**src/rtl/irq_arb_pkg.sv**
```systemverilog
package irq_arb_pkg;

  localparam int LVL_W = 4;

  typedef enum logic [1:0] {
    LSRC_FIXED = 2'd0,
    LSRC_A     = 2'd1,
    LSRC_B     = 2'd2,
    LSRC_C     = 2'd3
  } lvl_bank_e;

  typedef struct packed {
    lvl_bank_e  bank;
    logic [1:0] field;
  } lvl_ref_t;

  // Packed word holding the three fixed external-line levels (fields 0..2).
  localparam logic [15:0] FIXED_LVL_WORD = 16'h0246;

  // Where each source reads its level from. Order defines tie-break.
  function automatic lvl_ref_t src_ref(input int idx);
    lvl_ref_t r;
    r.bank  = LSRC_FIXED;
    r.field = 2'd0;
    if (idx <= 2) begin
      r.bank = LSRC_FIXED; r.field = 2'(idx);
    end else if (idx == 3) begin
      r.bank = LSRC_C; r.field = 2'd0;
    end else if (idx == 4) begin
      r.bank = LSRC_C; r.field = 2'd3;
    end else if (idx <= 9) begin
      r.bank = LSRC_C; r.field = 2'd2;
    end else if (idx == 10) begin
      r.bank = LSRC_A; r.field = 2'd3;
    end else if (idx == 11) begin
      r.bank = LSRC_A; r.field = 2'd2;
    end else if (idx <= 13) begin
      r.bank = LSRC_A; r.field = 2'd1;
    end else if (idx <= 16) begin
      r.bank = LSRC_A; r.field = 2'd0;
    end else if (idx <= 20) begin
      r.bank = LSRC_B; r.field = 2'd1;
    end else if (idx <= 24) begin
      r.bank = LSRC_C; r.field = 2'd1;
    end else if (idx == 25) begin
      r.bank = LSRC_B; r.field = 2'd3;
    end else if (idx == 26) begin
      r.bank = LSRC_B; r.field = 2'd2;
    end else begin
      r.bank = LSRC_A; r.field = 2'd2;
    end
    return r;
  endfunction

endpackage

```
**src/rtl/irq_cfg_regs.sv**
```systemverilog
module irq_cfg_regs #(
  parameter int NUM_SRC  = 28,
  parameter int PRIO_W   = 16,
  parameter int NUM_BANK = 3,
  parameter int SEL_W    = 2
) (
  input  logic                             clk,
  input  logic                             rst,
  input  logic                             en_we,
  input  logic [NUM_SRC-1:0]               en_wdata,
  input  logic                             prio_we,
  input  logic [SEL_W-1:0]                 prio_sel,
  input  logic [PRIO_W-1:0]                prio_wdata,
  output logic [NUM_SRC-1:0]               en_q,
  output logic [NUM_BANK-1:0][PRIO_W-1:0]  prio_q
);

  // Enable vector: all sources enabled out of reset.
  always_ff @(posedge clk) begin
    if (rst) begin
      en_q <= '1;
    end else if (en_we) begin
      en_q <= en_wdata;
    end
  end

  // One register per priority word; unused select codes hit nothing.
  for (genvar b = 0; b < NUM_BANK; b++) begin : g_bank
    always_ff @(posedge clk) begin
      if (rst) begin
        prio_q[b] <= '0;
      end else if (prio_we && (prio_sel == SEL_W'(b))) begin
        prio_q[b] <= prio_wdata;
      end
    end
  end

endmodule

```
**src/rtl/irq_level_map.sv**
```systemverilog
module irq_level_map
  import irq_arb_pkg::*;
#(
  parameter int NUM_SRC  = 28,
  parameter int PRIO_W   = 16,
  parameter int NUM_BANK = 3
) (
  input  logic [NUM_BANK-1:0][PRIO_W-1:0] prio_q,
  output logic [NUM_SRC-1:0][LVL_W-1:0]   lvl
);

  // each source picks one field of one word.
  for (genvar i = 0; i < NUM_SRC; i++) begin : g_src
    localparam lvl_ref_t REF = src_ref(i);
    logic [PRIO_W-1:0] word;
    always_comb begin
      case (REF.bank)
        LSRC_A:  word = prio_q[0];
        LSRC_B:  word = prio_q[1];
        LSRC_C:  word = prio_q[2];
        default: word = FIXED_LVL_WORD;
      endcase
      lvl[i] = word[{REF.field, 2'b00} +: LVL_W];
    end
  end

endmodule

```
**src/rtl/irq_select.sv**
```systemverilog
module irq_select
  import irq_arb_pkg::*;
#(
  parameter int NUM_SRC = 28,
  parameter int SRC_W   = $clog2(NUM_SRC)
) (
  input  logic [NUM_SRC-1:0]             req,
  input  logic [NUM_SRC-1:0]             en,
  input  logic [NUM_SRC-1:0][LVL_W-1:0]  lvl,
  input  logic [LVL_W-1:0]               mask,
  input  logic                           block,
  output logic                           hit,
  output logic [SRC_W-1:0]               win_idx
);

  logic [NUM_SRC-1:0] elig;

  // qualification per source.
  for (genvar i = 0; i < NUM_SRC; i++) begin : g_elig
    assign elig[i] = req[i] & en[i] & (lvl[i] > mask) & ~block;
  end

  // highest level wins; >= lets a later index take a tie.
  logic [LVL_W-1:0] best_lvl;
  always_comb begin
    hit      = 1'b0;
    best_lvl = '0;
    win_idx  = '0;
    for (int i = 0; i < NUM_SRC; i++) begin
      if (elig[i] && (!hit || (lvl[i] >= best_lvl))) begin
        hit      = 1'b1;
        best_lvl = lvl[i];
        win_idx  = SRC_W'(i);
      end
    end
  end

endmodule

```
**src/rtl/irq_prio_arbiter.sv**
```systemverilog
module irq_prio_arbiter
  import irq_arb_pkg::*;
#(
  parameter int          NUM_SRC  = 28,
  parameter int          PRIO_W   = 16,
  parameter int          NUM_BANK = 3,
  parameter int          SEL_W    = 2,
  parameter int          EVT_W    = 12,
  parameter logic [11:0] EVT_BASE = 12'h200,
  parameter logic [11:0] EVT_STEP = 12'h020,
  localparam int         SRC_W    = $clog2(NUM_SRC)
) (
  input  logic               clk,
  input  logic               rst,
  input  logic [NUM_SRC-1:0] req_i,
  input  logic               en_we,
  input  logic [NUM_SRC-1:0] en_wdata,
  input  logic               prio_we,
  input  logic [SEL_W-1:0]   prio_sel,
  input  logic [PRIO_W-1:0]  prio_wdata,
  input  logic [LVL_W-1:0]   mask_i,
  input  logic               block_i,
  output logic               irq_o,
  output logic [SRC_W-1:0]   win_src_o,
  output logic [EVT_W-1:0]   evt_o
);

  logic [NUM_SRC-1:0]              en_q;
  logic [NUM_BANK-1:0][PRIO_W-1:0] prio_q;
  logic [NUM_SRC-1:0][LVL_W-1:0]   lvl;
  logic                            hit;
  logic [SRC_W-1:0]                win_idx;

  irq_cfg_regs #(
    .NUM_SRC (NUM_SRC),
    .PRIO_W  (PRIO_W),
    .NUM_BANK(NUM_BANK),
    .SEL_W   (SEL_W)
  ) u_cfg (
    .clk       (clk),
    .rst       (rst),
    .en_we     (en_we),
    .en_wdata  (en_wdata),
    .prio_we   (prio_we),
    .prio_sel  (prio_sel),
    .prio_wdata(prio_wdata),
    .en_q      (en_q),
    .prio_q    (prio_q)
  );

  irq_level_map #(
    .NUM_SRC (NUM_SRC),
    .PRIO_W  (PRIO_W),
    .NUM_BANK(NUM_BANK)
  ) u_map (
    .prio_q(prio_q),
    .lvl   (lvl)
  );

  irq_select #(
    .NUM_SRC(NUM_SRC),
    .SRC_W  (SRC_W)
  ) u_sel (
    .req    (req_i),
    .en     (en_q),
    .lvl    (lvl),
    .mask   (mask_i),
    .block  (block_i),
    .hit    (hit),
    .win_idx(win_idx)
  );

  // registered result, zeroed when idle.
  always_ff @(posedge clk) begin
    if (rst) begin
      irq_o     <= 1'b0;
      win_src_o <= '0;
      evt_o     <= '0;
    end else if (hit) begin
      irq_o     <= 1'b1;
      win_src_o <= win_idx;
      evt_o     <= EVT_W'(EVT_BASE) + EVT_W'(win_idx) * EVT_W'(EVT_STEP);
    end else begin
      irq_o     <= 1'b0;
      win_src_o <= '0;
      evt_o     <= '0;
    end
  end

endmodule

```
**config.mk**
```make
export PLATFORM = sky130hd
export DESIGN_NAME = irq_prio_arbiter
export DESIGN_NICKNAME = d
export VERILOG_FILES = /design/src/rtl/irq_arb_pkg.sv /design/src/rtl/irq_cfg_regs.sv /design/src/rtl/irq_level_map.sv /design/src/rtl/irq_select.sv /design/src/rtl/irq_prio_arbiter.sv
export SDC_FILE = /design/constraint.sdc
export NUM_CORES = 1
export LEC_CHECK = 0
export ABC_AREA = 1
export CORE_MARGIN = 5
export CORE_UTILIZATION = 25
export CTS_CLUSTER_DIAMETER = 120
export CTS_CLUSTER_SIZE = 16
export DETAILED_ROUTE_END_ITERATION = 8
export SLEW_MARGIN = 20
export SYNTH_ARGS = -nofsm -noshare
export SYNTH_HDL_FRONTEND = slang
export SYNTH_SLANG_ARGS = --single-unit
```
**constraint.sdc**
```tcl
create_clock -name clk -period 30.9 [get_ports clk]
set_input_delay 6.18 -clock clk [delete_from_list [all_inputs] [get_ports clk]]
set_output_delay 6.18 -clock clk [all_outputs]
set_load 0.02 [all_outputs]
```
==> impl_metrics.toml <==
[run_status]
status = "finished, final reports clean"

[run]
maxCapViolCount = 0

[worst_setup_path]
crit_required_ps = 31140
worst_path_max_delay_cell = "ha_1"
critPathTopFamily = "simple AND/OR/NAND/NOR gates"
start_kind = "primary input"
path_buf_inv = 27
path_max_fanout = 8
critPathArrivalTime_ps = 30970
max_stage_delay_ps = 320
worstSetupPathType = "primary input to register"
cp_common_cell = "nand2_1"
endpoint_kind = "register"

[synthesis]
synth_cell_types = 43
yosysMostFrequentCell = "nand2_1"
yosysTopAreaCellShare_pct = 19.9
synth_top_cells_by_area = "dfxtp_1 20%, ha_1 20%, nand2_1 17%"
synth-async-reset-ratio_pct = 0
synth_edf_count = 0
yosys-top-cells-count = "351 x nand2_1, 141 x o21ai_0, 134 x inv_1"
syn_inst = 1254
synth-warning-count = 0
syn_area_mm2 = 0.00795
ys.flop_type = "dfxtp_1"
synth_largest_area_cell = "dfxtp_1"
avgSynthCellArea_um2 = 6.34
ys_seq_area_share_pct = 19.9
synth-seq-cells = 79

[timing]
layout_min_cycle_time_ps = 30730
maxSlewViolCount = 0
finClkSkew_ps = 10.3
tns_ps = 0
min_period_over_period_pct = 99.4
tightest_slew_ps = 812
rsz0062_at_grt = "yes"
worst_slack_ps = 174
fmax_mhz = 32.5
hold_viol = 0
setup_viol = 0
relSlewSlack_pct = 45.9

[placed_design]
io_buffer_count = 94
dpl.hpwl_um = 19700
pre_cts_ws_ps = -1700
place_congestion = 0.848

[drt]
wl_um = 27400
first_iter_violations = 420
wire_per_inst_um = 13.8
viasPerCell = 4.62
num_vias = 9130
drc = 0
dr.pass1.iters = 5
final_antenna_net_count = 0

[cts]
cts_tree = "yes"
clkTransAtPathRegs_ps = 60
clock-sinks = 79
cts_buffers = 9
htreeDepth = 3
cts-root-buf = "clkbuf_16"
hold_buffers = 0
clock_path_buffers = 2
clkLatencyLatePin_ps = 360

[floorplan]
die_h_um = 188
io-pin-count = 101
fp.dieW_um = 188
dieArea_mm2 = 0.0355
core_area_mm2 = 0.0315
rows = 65
start_util_pct = 25.3

[power]
p_clk_share_pct = 23.4
p_per_area_mw_per_mm2 = 40.7
leakagePower_uw = 0.00623
switching_share_pct = 38.3
comb_power_share_pct = 53.0
p_seq_share_pct = 23.6
p_switching_uw = 188
p_int_uw = 303
peakVddDrop_uv = 33.9

[global_routing]
grt_antenna_before_repair = 0
grt_pass1_wl_um = 42800
overflow = 0
grt_pass1_vias = 8753
grt_max_degree = 75
grt_use_total_pct = 14.8

[final_layout]
finalNetCount = 1779
antenna_cells = 0
syn2layout_area_growth_pct = 51.7
drive_gt1_share_pct = 31.5
n_fill_cell = 3207

[worst_hold_path]
holdCritPathClass = "register to register"
[final timing paths]
kind / endpoint / from / slack [ps] / cells after the start
max reg2reg: win_src_o[1]$_SDFF_PP0_ / u_cfg.en_q[1]$_SDFFE_PP1P_ / 5740 / 240
min reg2reg: u_cfg.en_q[17]$_SDFFE_PP1P_ / u_cfg.en_q[17]$_SDFFE_PP1P_ / 460 / 2
min: u_cfg.en_q[17]$_SDFFE_PP1P_ / u_cfg.en_q[17]$_SDFFE_PP1P_ / 460 / 2
max: win_src_o[1]$_SDFF_PP0_ / block_i / 170 / 240
[repair_timing]
item,CTS,global route
endpoints found under the setup margin,6,7
resized for setup,98,156
setup buffers,51,32
pin swaps,99,198
[power by group through the flow]
stage	Combinational (µW)	Sequential, µW	Clock [µW]
3_5_place_dp	222	118	0
5_1_grt	293	117	120
2_1_floorplan	132	117	0
4_1_cts	238	116	118
6_report	260	116	115
3_3_place_gp	218	118	0
[stage by stage]
step                hold WS (ps)  power (µW)  std cells  utilization, %  cell area, µm²
floorplan                    429         249       1259               -            8060
global placement             438         335       1879            33.1           10400
detailed placement           442         340       1879            33.1           10400
CTS                          460         471       1945            36.0           11300
global route                 477         530       1976            38.3           12100
finish                       456         491       1976            38.3           12100
[cells in the final DEF, fill, tap and decap left out, drive strengths merged]
| cell type | synthesis | layout |
|---|---|---|
| a211oi | 3 | 3 |
| a21boi | 5 | 5 |
| a21o | 2 | 2 |
| a21oi | 62 | 62 |
| a221oi | 1 | 1 |
| a31oi | 2 | 2 |
| a32o | 1 | 1 |
| a41oi | 1 | 1 |
| buf | 28 | 257 |
| bufinv | 0 | 1 |
| clkbuf | 17 | 12 |
| clkdlybuf4s50 | 0 | 85 |
| clkinv | 4 | 5 |
| clkinvlp | 0 | 1 |
| conb | 1 | 6 |
| dfxtp | 79 | 79 |
| dlymetal6s2s | 0 | 2 |
| ha | 126 | 126 |
| inv | 154 | 155 |
| nand2 | 385 | 385 |
| nand3 | 82 | 82 |
| nand3b | 1 | 1 |
| nand4 | 6 | 6 |
| nor2 | 117 | 117 |
| nor3 | 8 | 8 |
| nor3b | 1 | 1 |
| nor4 | 1 | 1 |
| o2111ai | 1 | 1 |
| o211ai | 6 | 6 |
| o21ai | 153 | 153 |
| o21bai | 3 | 3 |
| o31ai | 1 | 1 |
| or2 | 3 | 3 |
[sequential cells by signal, indices dropped and copies added, names as in the netlist]
register / flops
u_cfg.prio_q: 44
win_src_o: 5
evt_o: 1
u_cfg.en_q: 28
irq_o: 1
[kinds of logic after synthesis]
| family | after synthesis | synth area share [%] |
|---|---|---|
| and+or+nand+nor | 604 | 32.6 |
| DFF | 79 | 19.9 |
| adders and majority gates | 126 | 19.8 |
| AOI/OAI and AO/OA | 241 | 16.4 |
| buffers and inverters | 203 | 11.2 |
| other | 1 | 0.0472 |
[routing by layer]
layer,wire [µm],vias to the layer above,global-route usage (%)
met5,0,-,0
met4,565,0,4.71
met3,1120,30,2.11
met2,13400,163,26.2
met1,12200,4219,18.4
li1,-,4718,-
[worst register-to-register path: cells and delay by family (launching register included)]
family | cells | cell delay [ps]
DFF | 1 | 340
buffers and inverters | 26 | 2280
and+or+nand+nor | 130 | 9560
AOI/OAI and AO/OA | 60 | 6360
adders and majority gates | 24 | 6520
[final cells by class]
class | count | area [µm²] | area share [%]
Clock inverter | 4 | 55.1 | 0.457
Clock buffer | 11 | 243 | 2.01
Inverter | 158 | 596 | 4.94
Multi-Input combinational cell | 977 | 6210 | 51.5
Timing Repair Buffer | 345 | 2870 | 23.8
Tap cell | 402 | 503 | 4.17
Sequential cell | 79 | 1580 | 13.1
No activity file was read; power rests on OpenSTA's default activity.
